## src/rtl/wake_stab_timer.sv

```systemverilog
module wake_stab_timer #(
  parameter int LONG_BASE   = 675,
  parameter int SHORT_BASE  = 21,
  parameter int RESET_COUNT = 5412,
  parameter int MODE_W      = 2
) (
  input  logic              clk,
  input  logic              rst_n,
  input  logic              start,
  input  logic [2:0]        cls,
  input  logic [MODE_W-1:0] mode,
  output logic              busy,
  output logic              done
);

  localparam int MAX_DIV  = LONG_BASE << ((1 << MODE_W) - 1);
  localparam int MAX_CNT  = (RESET_COUNT > MAX_DIV) ? RESET_COUNT : MAX_DIV;
  localparam int W        = $clog2(MAX_CNT + 1);
  localparam logic [2:0] CLS_RESET = 3'd0;
  localparam logic [2:0] CLS_RC    = 3'd3;

  logic [W-1:0] cnt, tgt, base, next_tgt;

  assign base     = (cls == CLS_RC) ? W'(SHORT_BASE) : W'(LONG_BASE);
  assign next_tgt = (cls == CLS_RESET) ? W'(RESET_COUNT) : (base << mode);

  always_ff @(posedge clk or negedge rst_n) begin
    if (!rst_n) begin
      cnt  <= '0;
      tgt  <= W'(RESET_COUNT);
      busy <= 1'b1;
      done <= 1'b0;
    end else if (start) begin
      cnt  <= '0;
      tgt  <= next_tgt;
      busy <= 1'b1;
      done <= 1'b0;
    end else if (busy && cnt == tgt - W'(1)) begin
      busy <= 1'b0;
      done <= 1'b1;
    end else begin
      cnt  <= busy ? cnt + W'(1) : cnt;
      done <= 1'b0;
    end
  end

  AST_DONE_SINGLE: assert property (@(posedge clk) disable iff (!rst_n) done |=> !done);
  AST_DONE_NOT_BUSY: assert property (@(posedge clk) disable iff (!rst_n) !(done && busy));
  AST_START_BUSY: assert property (@(posedge clk) disable iff (!rst_n) start |=> busy && cnt == '0);
  AST_CNT_BOUND: assert property (@(posedge clk) disable iff (!rst_n) busy |-> cnt < tgt);
  AST_TGT_HELD: assert property (@(posedge clk) disable iff (!rst_n) !start |=> $stable(tgt));
  AST_RESTART_NO_DONE: assert property (@(posedge clk) disable iff (!rst_n) start |=> !done);

endmodule

```

## config.mk

```make
export PLATFORM = sky130hd
export DESIGN_NAME = wake_stab_timer
export DESIGN_NICKNAME = d
export VERILOG_FILES = /design/src/rtl/wake_stab_timer.sv
export SDC_FILE = /design/constraint.sdc
export NUM_CORES = 1
export LEC_CHECK = 0
export CAP_MARGIN = 20
export CORE_UTILIZATION = 45
export DETAILED_ROUTE_END_ITERATION = 10
export DONT_BUFFER_PORTS = 1
export HOLD_SLACK_MARGIN = 0.05
export PLACE_DENSITY = 0.59
export RECOVER_POWER = 50
export SLEW_MARGIN = 20
export SYNTH_ARGS = -nofsm -noshare
export SYNTH_HDL_FRONTEND = slang
export SYNTH_SLANG_ARGS = --single-unit
```

## constraint.sdc

```tcl
create_clock -name clk -period 3.2 [get_ports clk]
set_clock_uncertainty 0.2 [all_clocks]
set_input_delay 0.16 -clock clk [delete_from_list [all_inputs] [get_ports clk]]
set_output_delay 0.16 -clock clk [all_outputs]
set_load 0.05 [all_outputs]
```

# After elaboration in Yosys (flattened, before gate mapping)
# Cells that the tools add are included.
[word_totals] reg_bits=28 in_bits=8 ramBits=0 mem_count=0 latchBits=0 word_cells=24 rom_bits=0 output_inout_bits=2
[op_classes] bitwise_logic=0 n_shift=1 n_eq_ne=3 magnitude_cmp=0 n_addsub=2 muxes=9 div_mod_pow=0 reduce_logical=5 n_mul=0
[op_table] cell="$mux W13" count=4
[op_table] cell="$add A13 B1 Y13 const B" count=1
[op_table] cell="$eq A13 B13 Y1" count=1
[op_table] cell="$shl A10 B2 Y13" count=1
[op_table] cell="$sub A13 B1 Y13 const B" count=1
[op_table] cell="$mux W10" count=1
[op_table] cell="$mux W1" count=4
[op_table] cell="$reduce_bool A2 Y1" count=2
[op_table] cell="$eq A3 B2 Y1 const B" count=1
[op_table] cell="$logic_not A3 Y1" count=1
[op_table] cell="$ne A2 B2 Y1 const B" count=1
[op_table] cell="$reduce_and A2 Y1" count=1
[op_table] cell="$logic_and A1 B1 Y1" count=1

# Logic depth before layout (Yosys ltp)
# Gate-level depths: netlist of run 1.
[logic_depth] word_depth=5 mapped_depth=11 ltp_nobuf=9

# Least setup slack after synthesis of run 1
# Ideal clock, no wire load.
[synth_path] kind="register to register" startpoint="reg tgt[0]" endpoint="reg cnt[1]" period_less_slack_ns=2.794 t_required_ns=2.868 setup_slack_ns=0.406 t_arrival_ns=2.462 path_buffers=2 setup_time_ns=0.132 path_stages_with_launch=12 path_cell_list="dfrtp_1 inv_1 ha_1 nor3b_1 a21oi_1 nand4b_1 a32o_1 o41ai_4 buf_6 buf_12 mux2i_1 nor2_1"
[synth_between] elab_chain_len=5
[synth_lines] element="start, declared" line_no="22" text="logic [W-1:0] cnt, tgt, base, next_tgt;"
[synth_lines] element="start signal, assigned" line_no="30" text="tgt <= W'(RESET_COUNT);"
[synth_lines] element="start signal, assigned" line_no="35" text="tgt <= next_tgt;"
[synth_lines] element="$sub A13 B1 Y13" line_no="38" text="end else if (busy && cnt == tgt - W'(1)) begin"
[synth_lines] element="$eq A13 B13 Y1" line_no="38"
[synth_lines] element="$logic_and A1 B1 Y1" line_no="38"
[synth_lines] element="$ne A2 B2 Y1 (no line)"
[synth_lines] element="$reduce_and A2 Y1 (no line)"
[synth_lines] element="end signal, assigned" line_no="42" text="cnt <= busy ? cnt + W'(1) : cnt;"
[synth_lines] element="end, declared" line_no="22"
# No other way between the ends.
# A chain may end at the register's enable or synchronous reset.

# Worst setup path after layout of run 1
# Ends and elaborated chain as after synthesis.

==> flow_metrics.py, run 1 <==
metrics = {
    "global_route": {
        "grt_pass1_wl_um": 7200,
        "antenna_found_initial": 0,
        "grt_overflow": 0,
        "globalRouteTotalUtil": 0.222,
        "grt_max_degree": 28,
        "grt_pass1_vias": 1525,
    },
    "placement": {
        "place_congestion": 0.777,
        "portBuffers": 0,
        "dpl_cell_area_um2": 1820,
        "dp_slack_ns": 0.236,
        "place_hpwl_um": 2940,
        "dp.cells": 237,
    },
    "worst_setup_path": {
        "endpoint_kind": "flip-flop",
        "cp-startpoint": "tgt[0]$_DFFE_PN0P_",
        "start_kind": "flip-flop",
        "critical_path_class": "reg2reg",
        "arrival_ns": 2.86,
        "r2r_end": "cnt[1]$_DFFE_PN0P_",
        "crit_fanout": 25,
        "worstReg2RegStart": "tgt[0]$_DFFE_PN0P_",
        "cp_data_required_time_ns": 3.13,
        "ff2ff_path_depth": 10,
        "r2r_slack_ns": 0.27,
    },
    "power": {
        "peakVddDrop_v": 0.000292,
        "p_per_area_nw_per_um2": 385,
        "p_total_uw": 742,
        "p_leak_nw": 0.772,
    },
    "yosys": {
        "synth_top_cell_by_area": "dfrtp_1",
        "synth_top_area_frac": 0.307,
        "synthArstFlopShare": 1.00,
        "synth.distinct_cells": 51,
        "ys_seq_area_frac": 0.380,
        "synthesis.nets": 208,
        "ys_ff_latch": 27,
        "syn-cell-area_um2": 1790,
        "synth_edf_count": 0,
        "syn_area_per_cell_um2": 9.29,
        "synth_cells": 193,
        "synth_area_leaders": "dfrtp_1 (31%), dfstp_2 (7.3%), ha_1 (4.9%)",
        "synth_flop_cell": "dfrtp_1",
        "synth_warnings": 0,
    },
    "route": {
        "drt-pass1-iter-count": 4,
        "wl_um": 4080,
        "antenna_left": 0,
        "via_per_inst": 6.01,
        "dr_total_vias": 1484,
        "drt_iter0_markers": 57,
        "wl_per_cell_um": 16.5,
        "drcViolationCount": 0,
    },
    "floorplanning": {
        "die_h_um": 65.1,
        "start_util": 0.479,
        "pin_count": 10,
        "coreArea_um2": 3740,
        "rows": 22,
        "dieArea_um2": 4240,
        "die_w_um": 65.1,
    },
    "finish": {
        "drive_gt1_frac": 0.0905,
        "design_area_um2": 1930,
        "postLayoutCoreUtil": 0.515,
        "fillers": 387,
        "seqCellArea_um2": 682,
        "n_antenna_cell": 0,
        "layout.cells.non_filler": 247,
        "area_growth_pct": 7.47,
        "multi_input_area_um2": 1030,
        "num-nets-final": 215,
    },
    "timing": {
        "finalSetupViolCount": 0,
        "setup_slack_ns": 0.271,
        "hold-worst-slack_ns": 0.0583,
        "max_freq_mhz": 341,
        "final_hold_viol_count": 0,
        "report.final.slew_viol_count": 0,
        "worstMarginPinSlew_ns": 1.46,
        "min_period_over_period": 0.915,
        "tns_ns": 0,
        "rsz0062_at_grt": "false",
        "maxSlewHeadroom": 0.0266,
        "period_minus_slack_ns": 2.93,
    },
    "worst_hold_path": {
        "hold_path_depth": 3,
        "min_from": "mode[0]",
        "hold_class": "in2reg",
        "min_to": "tgt[1]$_DFFE_PN0P_",
    },
    "clock_tree": {
        "cts_buffers": 3,
        "cts_tree": "done",
        "clock_sinks": 27,
        "cts_buffer_depth": 2,
        "htree_num_levels": 1,
        "clk_latency_ns": 0.27,
        "clk_pin_slew_ns": 0.09,
        "cts-root-buf": "clkbuf_8",
    },
    "run": {
        "max_cap_viol_count": 0,
    },
    "run_status": {
        "status": "finished clean",
    },
}
[cell families after synthesis]
group | count (synthesis) | synth area share
muxes | 5 | 0.0279
and+or+nand+nor | 72 | 0.229
adders and majority gates | 7 | 0.0488
xor gates and xnor gates | 12 | 0.0586
buffers and inverters | 17 | 0.0489
AOI/OAI and AO/OA | 53 | 0.207
DFF | 27 | 0.380
[layer usage]
metal | wire [um] | GRT usage | up-vias | share of wire
met5 | 0 | 0 | - | 0
met2 | 2030 | 0.372 | 19 | 0.50
met1 | 1870 | 0.299 | 729 | 0.46
li1 | - | - | 734 | -
met4 | 14 | 0.0380 | 0 | 0.0034
met3 | 162 | 0.0469 | 2 | 0.040
[sequential cells by signal, indices dropped and copies added (netlist names)]
name / cells
busy: 1
cnt: 13
done: 1
tgt: 12
[power by group]
group          switching [mW]  internal (mW)
registers              0.0355          0.365
logic                  0.0838         0.0640
clock network           0.107         0.0874
[what timing repair did]
item	4_1_cts	5_1_grt
setup endpoints to repair	0	5
hold buffers	6	0
setup buffers	0	0
resized for setup	0	1
hold endpoints to repair	53	0
[area by class of cell]
cell class	instances	area share
Tap cell	48	0.0312
Sequential cell	27	0.354
Inverter	11	0.0214
Multi-Input combinational cell	149	0.534
Clock inverter	1	0.00260
Clock buffer	3	0.0214
Timing Repair Buffer	8	0.0357
[cell usage in the layout, fill, tap and decap left out, types with 6 or more instances in the layout]
master and count:
xnor2_1 8, dfrtp_1 22, o21ai_0 6, o21ai_1 8, nor2_1 12, inv_1 11
nand3_1 8, ha_1 7, or3_1 11, a21oi_1 14, nand2_1 12
[how the worst max path moves through the flow]
stage | endpoint | slack [ns] | cells after the start
5_1_grt | cnt[1]$_DFFE_PN0P_ | 0.03 | 10
3_3_place_gp | cnt[1]$_DFFE_PN0P_ | 0.42 | 10
2_1_floorplan | cnt[1]$_DFFE_PN0P_ | 0.41 | 11
6_report | cnt[1]$_DFFE_PN0P_ | 0.27 | 10
3_5_place_dp | cnt[1]$_DFFE_PN0P_ | 0.24 | 10
4_1_cts | cnt[1]$_DFFE_PN0P_ | 0.18 | 10
[cells in the mapped netlist, types with 3 or more instances]
cell and instances:
inv_1 11, and2_1 3, o21ai_0 6, nand4_1 4, ha_1 7, dfstp_2 5, nand2_1 12, nor4_1 3
mux2i_1 5, nor3_1 3, xnor2_1 8, nor2_1 12, and3_1 3, or3_1 11, nand3_1 8, o21ai_1 8
a21oi_1 14, o22ai_1 3, xor2_1 4, dfrtp_1 22
[worst max-delay path, cell delays in order, from the launching register on]
cell	delay, ns
dfrtp_1	0.44
inv_1	0.09
ha_1	0.30
nor2b_1	0.17
or3_1	0.34
a31oi_1	0.17
nand4_1	0.18
o41ai_4	0.31
buf_4	0.29
mux2i_1	0.24
nor2_1	0.06
Note: power is estimated with default switching activity, not from simulation.
==> run 2, diff against run 1 <==
--- a/config.mk
+++ b/config.mk
@@ -5,6 +5,7 @@
 export SDC_FILE = /design/constraint.sdc
 export NUM_CORES = 1
 export LEC_CHECK = 0
+export ABC_AREA = 1
 export CAP_MARGIN = 20
 export CORE_UTILIZATION = 45
 export DETAILED_ROUTE_END_ITERATION = 10
==> run 2 against run 1 <==
  * The run now ends with capacitance limit left
  * Combinational power rose by 19%
  * Worst setup slack better by 0.57 ns
  * Critical endpoint is now cnt[7]$_DFFE_PN0P_
  * Largest cell class unchanged
  * Critical path depth rose by 3
==> flow_metrics.py, run 2 <==
metrics = {
    "run_status": {
        "status": "complete, but fails checks",
        "violations": "capacitance limit",
    },
    "worst_setup_path": {
        "crit_fanout": 15,
        "r2r_slack_ns": 0.84,
        "arrival_ns": 2.37,
        "ff2ff_path_depth": 13,
        "worstReg2RegStart": "tgt[0]$_DFFE_PN0P_",
        "r2r_end": "cnt[7]$_DFFE_PN0P_",
        "crit_end": "cnt[7]$_DFFE_PN0P_",
        "cp_data_required_time_ns": 3.22,
        "cp-startpoint": "tgt[0]$_DFFE_PN0P_",
        "start_kind": "flip-flop",
        "endpoint_kind": "flip-flop",
        "critical_path_class": "reg2reg",
    },
    "placement": {
        "dp_slack_ns": 0.891,
        "place_congestion": 0.795,
        "portBuffers": 0,
        "place_hpwl_um": 3550,
    },
    "route": {
        "dr_wl_met3_um": 96,
        "wl_per_cell_um": 12.9,
        "wl_um": 4720,
        "drcViolationCount": 0,
        "highest_layer": "met4",
        "drt_iter0_markers": 121,
        "antenna_left": 0,
        "met2WireLength_um": 2180,
        "drt-pass1-iter-count": 5,
        "wl_met1_um": 2420,
        "via_per_inst": 5.03,
        "dr_total_vias": 1842,
    },
    "yosys": {
        "syn_area_per_cell_um2": 6.99,
        "synth_most_common_cell": "nand2_1",
        "ys_ff_latch": 27,
        "synthesis.nets": 322,
        "synth_top_area_frac": 0.256,
        "synth.distinct_cells": 33,
        "syn-cell-area_um2": 2150,
        "ys_top_cells_by_count": "nand2_1 (87), inv_1 (37), nand3_1 (24), nor2_1 (23), dfrtp_1 (22)",
        "synth_area_leaders": "dfrtp_1 (26%), nand2_1 (15%), inv_1 (6.5%)",
        "synth_top_cell_by_area": "dfrtp_1",
        "synthArstFlopShare": 1.00,
        "synth_warnings": 0,
        "synth_cells": 307,
        "synth_flop_cell": "dfrtp_1",
        "synth_edf_count": 0,
        "ys_seq_area_frac": 0.318,
    },
    "power": {
        "p_leak_nw": 1.19,
        "peakVddDrop_v": 0.000160,
        "p_per_area_nw_per_um2": 331,
    },
    "global_route": {
        "antenna_found_initial": 0,
        "grt_max_degree": 33,
        "globalRouteTotalUtil": 0.207,
        "grt_pass1_vias": 1789,
        "grt_overflow": 0,
        "grt_pass1_wl_um": 8390,
    },
    "timing": {
        "rsz0062_at_grt": "false",
        "setup_slack_ns": 0.843,
        "finalSetupViolCount": 0,
        "period_minus_slack_ns": 2.36,
        "report.final.slew_viol_count": 0,
        "worstMarginPinSlew_ns": 1.50,
        "hold-worst-slack_ns": 0.0723,
        "max_freq_mhz": 424,
        "min_period_over_period": 0.737,
        "maxSlewHeadroom": 0.000203,
        "final_hold_viol_count": 0,
        "tns_ns": 0,
    },
    "finish": {
        "top_regs": "cnt x13, tgt x12",
        "layout_common_cells": "nand2_1 (87), inv_1 (37), nand3_1 (24)",
        "final_common_cell": "nand2_1",
        "largest_reg_flops": 13,
        "regMostFlops": "cnt",
        "drive_gt1_frac": 0.140,
        "n_antenna_cell": 0,
        "area_growth_pct": 7.75,
        "seqCellArea_um2": 682,
        "num-nets-final": 330,
        "fillers": 448,
        "multi_input_area_um2": 1230,
    },
    "floorplanning": {
        "die_w_um": 71.1,
        "pin_count": 10,
        "dieArea_um2": 5050,
        "die_h_um": 71.1,
        "coreArea_um2": 4470,
        "rows": 24,
        "start_util": 0.480,
    },
    "worst_hold_path": {
        "hold_class": "in2reg",
    },
    "clock_tree": {
        "ctsHoldBuffers": 10,
        "post-cts-setup-buffers": 0,
        "ctsResizeCount": 0,
        "clock_sinks": 27,
        "htree_num_levels": 1,
        "cts_buffer_depth": 2,
        "clk_latency_ns": 0.27,
        "clk_pin_slew_ns": 0.09,
        "cts_tree": "done",
        "cts_buffers": 3,
        "cts-root-buf": "clkbuf_8",
    },
    "run": {
        "max_cap_viol_count": 1,
    },
}
## run 2: final cells by class
class	instances	area share
clock buffer	3	0.0178
clock inverter	1	0.00216
inverter	47	0.0763
multi-input combinational	224	0.534
sequential	27	0.295
tap	52	0.0281
timing repair buffer	12	0.0471
## run 2: how the worst min path moves through the flow
stage | startpoint | to | depth (start not counted)
2_1_floorplan | rst_n | cnt[0]$_DFFE_PN0P_ | 0
3_3_place_gp | rst_n | cnt[8]$_DFFE_PN0P_ | 0
3_5_place_dp | rst_n | cnt[8]$_DFFE_PN0P_ | 0
4_1_cts | cls[0] | tgt[3]$_DFFE_PN0P_ | 4
5_1_grt | mode[0] | tgt[5]$_DFFE_PN1P_ | 3
6_report | cls[0] | tgt[3]$_DFFE_PN0P_ | 4
## run 2: routing by layer
metal,global-route usage,vias to the layer above
met4,0.0489,0
met2,0.339,13
li1,-,1000
met3,0.0185,2
met5,0,-
met1,0.299,827
## run 2: critical path, cell delays in order, from the launching register on
cell,delay [ns]
dfrtp_1,0.41
inv_2,0.08
ha_1,0.31
nand2_1,0.07
inv_1,0.04
nor2_1,0.09
nand3_1,0.09
nor2_1,0.11
nand3_1,0.11
nor3_2,0.17
nand2_2,0.23
nand2_4,0.25
nand3_1,0.09
nand2_1,0.07
## run 2: per-stage QoR
| stage | utilization | area (um^2) | total power, mW | cells |
|---|---|---|---|---|
| finish | 0.517 | 2310 | 0.765 | 366 |
| global route | 0.517 | 2310 | 0.818 | 366 |
| CTS | 0.521 | 2330 | 0.781 | 366 |
| detailed placement | 0.486 | 2170 | 0.556 | 352 |
| global placement | 0.486 | 2170 | 0.554 | 352 |
| floorplan | - | 2150 | 0.524 | 307 |
## run 2: cell families after synthesis
kind of cell,share of synthesized area
compound gates,0.0641
flops,0.318
xor+xnor,0.0571
simple gates,0.413
fa+ha+maj,0.0408
buf+inv,0.107
## run 2: where the power goes
group	switching (mW)	total [mW]	internal, mW
clock network	0.108	0.195	0.0872
registers	0.0295	0.394	0.365
logic	0.111	0.176	0.0649
==> run 3, diff against run 2 <==
==> constraint.sdc (replaced) <==
create_clock -name clk -period 2.4 [get_ports clk]
set_clock_uncertainty 0.2 [all_clocks]
set_input_delay 0.12 -clock clk [delete_from_list [all_inputs] [get_ports clk]]
set_output_delay 0.12 -clock clk [all_outputs]
set_load 0.05 [all_outputs]
==> run 3 against run 2 <==
  * The flow finishes with violations (capacitance limit, slew limit)
  * Routed wire length rose by 3.1%
  * Register-to-register slack worse by 0.58 ns
  * Clock power grew 40%
  * Fmax rose by 10%
  * Final area is 0.16% lower
  * Critical path type unchanged
  * Largest power group unchanged
==> flow_metrics.py, run 3 (synthesis gave the netlist of run 2 again) <==
metrics = {
    "run_status": {
        "status": "complete, but fails checks",
        "violations": "capacitance limit, slew limit",
    },
    "timing": {
        "final_hold_viol_count": 0,
        "finalSetupViolCount": 0,
        "max_freq_mhz": 467,
        "worstMarginPinSlew_ns": 1.51,
        "setup_slack_ns": 0.260,
        "min_period_over_period": 0.892,
        "rsz0062_at_grt": "false",
        "tns_ns": 0,
        "maxSlewHeadroom": -0.00605,
        "period_minus_slack_ns": 2.14,
        "report.final.slew_viol_count": 28,
    },
    "placement": {
        "place_hpwl_um": 3580,
        "dpl_cell_area_um2": 2180,
        "dp_slack_ns": 0.261,
        "portBuffers": 0,
        "dp.cells": 353,
        "place_congestion": 0.821,
    },
    "clock_tree": {
        "htree_num_levels": 1,
        "clk_latency_ns": 0.28,
        "clk_pin_slew_ns": 0.10,
        "cts_buffer_depth": 2,
        "cts_buffers": 3,
        "cts_tree": "done",
        "clock_sinks": 27,
        "cts-root-buf": "clkbuf_8",
    },
    "worst_setup_path": {
        "crit_fanout": 14,
        "worstPathCellList": "inv_2 -> ha_1 -> nand2_1 -> inv_1 -> nor2_1 -> nand3_1 -> nor2_1 -> nand3_1 -> nor3_2 -> nand2_2 -> buf_4 -> nand4_1 -> nand2_1",
        "start_kind": "flip-flop",
        "cp_data_required_time_ns": 2.38,
        "cp-startpoint": "tgt[0]$_DFFE_PN0P_",
        "slowest_delay_ns": 0.40,
        "crit_slowest_cell": "dfrtp_1",
        "arrival_ns": 2.12,
        "r2r_slack_ns": 0.26,
        "r2r_end": "cnt[7]$_DFFE_PN0P_",
        "endpoint_kind": "flip-flop",
        "critical_path_class": "reg2reg",
        "worstReg2RegStart": "tgt[0]$_DFFE_PN0P_",
        "ff2ff_path_depth": 13,
        "crit_end": "cnt[7]$_DFFE_PN0P_",
    },
    "global_route": {
        "grt_overflow": 0,
        "grt_pass1_vias": 1732,
        "globalRouteTotalUtil": 0.214,
        "grt_pass1_wl_um": 8450,
        "grt_max_degree": 32,
        "antenna_found_initial": 0,
    },
    "finish": {
        "drive_gt1_frac": 0.140,
        "largest_reg_flops": 13,
        "layout.cells.non_filler": 366,
        "final_common_cell": "nand2_1",
        "design_area_um2": 2310,
        "fillers": 446,
        "layout_common_cells": "nand2_1 (87), inv_1 (37), nand3_1 (24)",
        "top_regs": "cnt x13, tgt x12",
        "n_antenna_cell": 0,
        "area_growth_pct": 7.58,
        "regMostFlops": "cnt",
        "num-nets-final": 330,
    },
    "route": {
        "dr_total_vias": 1863,
        "via_per_inst": 5.09,
        "wl_um": 4860,
        "drt-pass1-iter-count": 4,
        "wl_per_cell_um": 13.3,
        "drt_iter0_markers": 109,
        "antenna_left": 0,
        "drcViolationCount": 0,
    },
    "floorplanning": {
        "die_h_um": 71.1,
        "die_w_um": 71.1,
        "rows": 24,
        "pin_count": 10,
        "coreArea_um2": 4470,
        "dieArea_um2": 5050,
        "start_util": 0.480,
    },
    "worst_hold_path": {
        "hold_class": "in2reg",
    },
    "power": {
        "pwr-share-clk": 0.265,
        "p_per_area_nw_per_um2": 446,
        "internal_power_uw": 691,
        "p_leak_nw": 1.19,
        "peakVddDrop_v": 0.000302,
        "p_sw_uw": 339,
        "switching_share": 0.329,
        "seqPwrFrac": 0.508,
        "pwr-share-comb": 0.227,
    },
    "run": {
        "max_cap_viol_count": 1,
    },
}
[run 3: cell count changes in the layout (fill, tap and decap cells not counted)]
cell           before  now
buf_4               2    3
clkinv_2            1    0
dlygate4sd3_1       9    8
clkbuf_1            1    2
[run 3: layout make-up]
type,count,area (um^2),area share
clock buffer,4,45.0,0.0195
inverter,47,176,0.0764
multi-input combinational,224,1230,0.535
sequential,27,682,0.295
tap,52,65.1,0.0282
timing repair buffer,12,106,0.0460
[run 3: per-stage QoR]
step | total power, mW | util | hold WS [ns]
finish | 1.03 | 0.516 | 0.0561
global route | 1.09 | 0.516 | 0.0933
CTS | 1.05 | 0.520 | 0.0562
detailed placement | 0.741 | 0.487 | -0.375
global placement | 0.739 | 0.487 | -0.375
floorplan | 0.699 | - | -0.376
[run 3: worst min-delay path by stage]
stage	slack [ns]	start	end	cells after the start
after floorplan	-0.38	rst_n	cnt[0]$_DFFE_PN0P_	0
after global placement	-0.38	rst_n	cnt[12]$_DFFE_PN0P_	0
after detailed placement	-0.38	rst_n	cnt[12]$_DFFE_PN0P_	0
after CTS	0.06	rst_n	cnt[12]$_DFFE_PN0P_	2
after global routing	0.09	cls[1]	tgt[3]$_DFFE_PN0P_	4
final	0.06	cls[1]	tgt[3]$_DFFE_PN0P_	4
[run 3: routing by layer]
metal | part of all wire | wire, um | vias up | global-route usage
met4 | 0.013 | 64 | 0 | 0.0667
met2 | 0.44 | 2160 | 25 | 0.337
li1 | - | - | 996 | -
met3 | 0.022 | 108 | 5 | 0.0214
met1 | 0.52 | 2530 | 837 | 0.310
met5 | 0 | 0 | - | 0
[run 3: worst max-delay path: cells and delay by family, from the launching register on]
| kind | cells | cell delay (ns) |
|---|---|---|
| AND/OR/NAND/NOR | 9 | 0.83 |
| buffers and inverters | 3 | 0.30 |
| adder cells (fa/ha/maj) | 1 | 0.31 |
| flip-flops | 1 | 0.40 |
[run 3: power by group through the flow]
stage	logic (mW)	registers [mW]	clock network [mW]
finish	0.234	0.524	0.273
global route	0.266	0.529	0.294
CTS	0.239	0.524	0.282
detailed placement	0.208	0.533	0
global placement	0.206	0.533	0
floorplan	0.176	0.523	0
[run 3: timing repair]
action / CTS / global route
endpoints found under the hold margin: 40 / 0
buffers inserted: 0 / 0
gates resized for setup: 0 / 0
hold buffers: 9 / 0
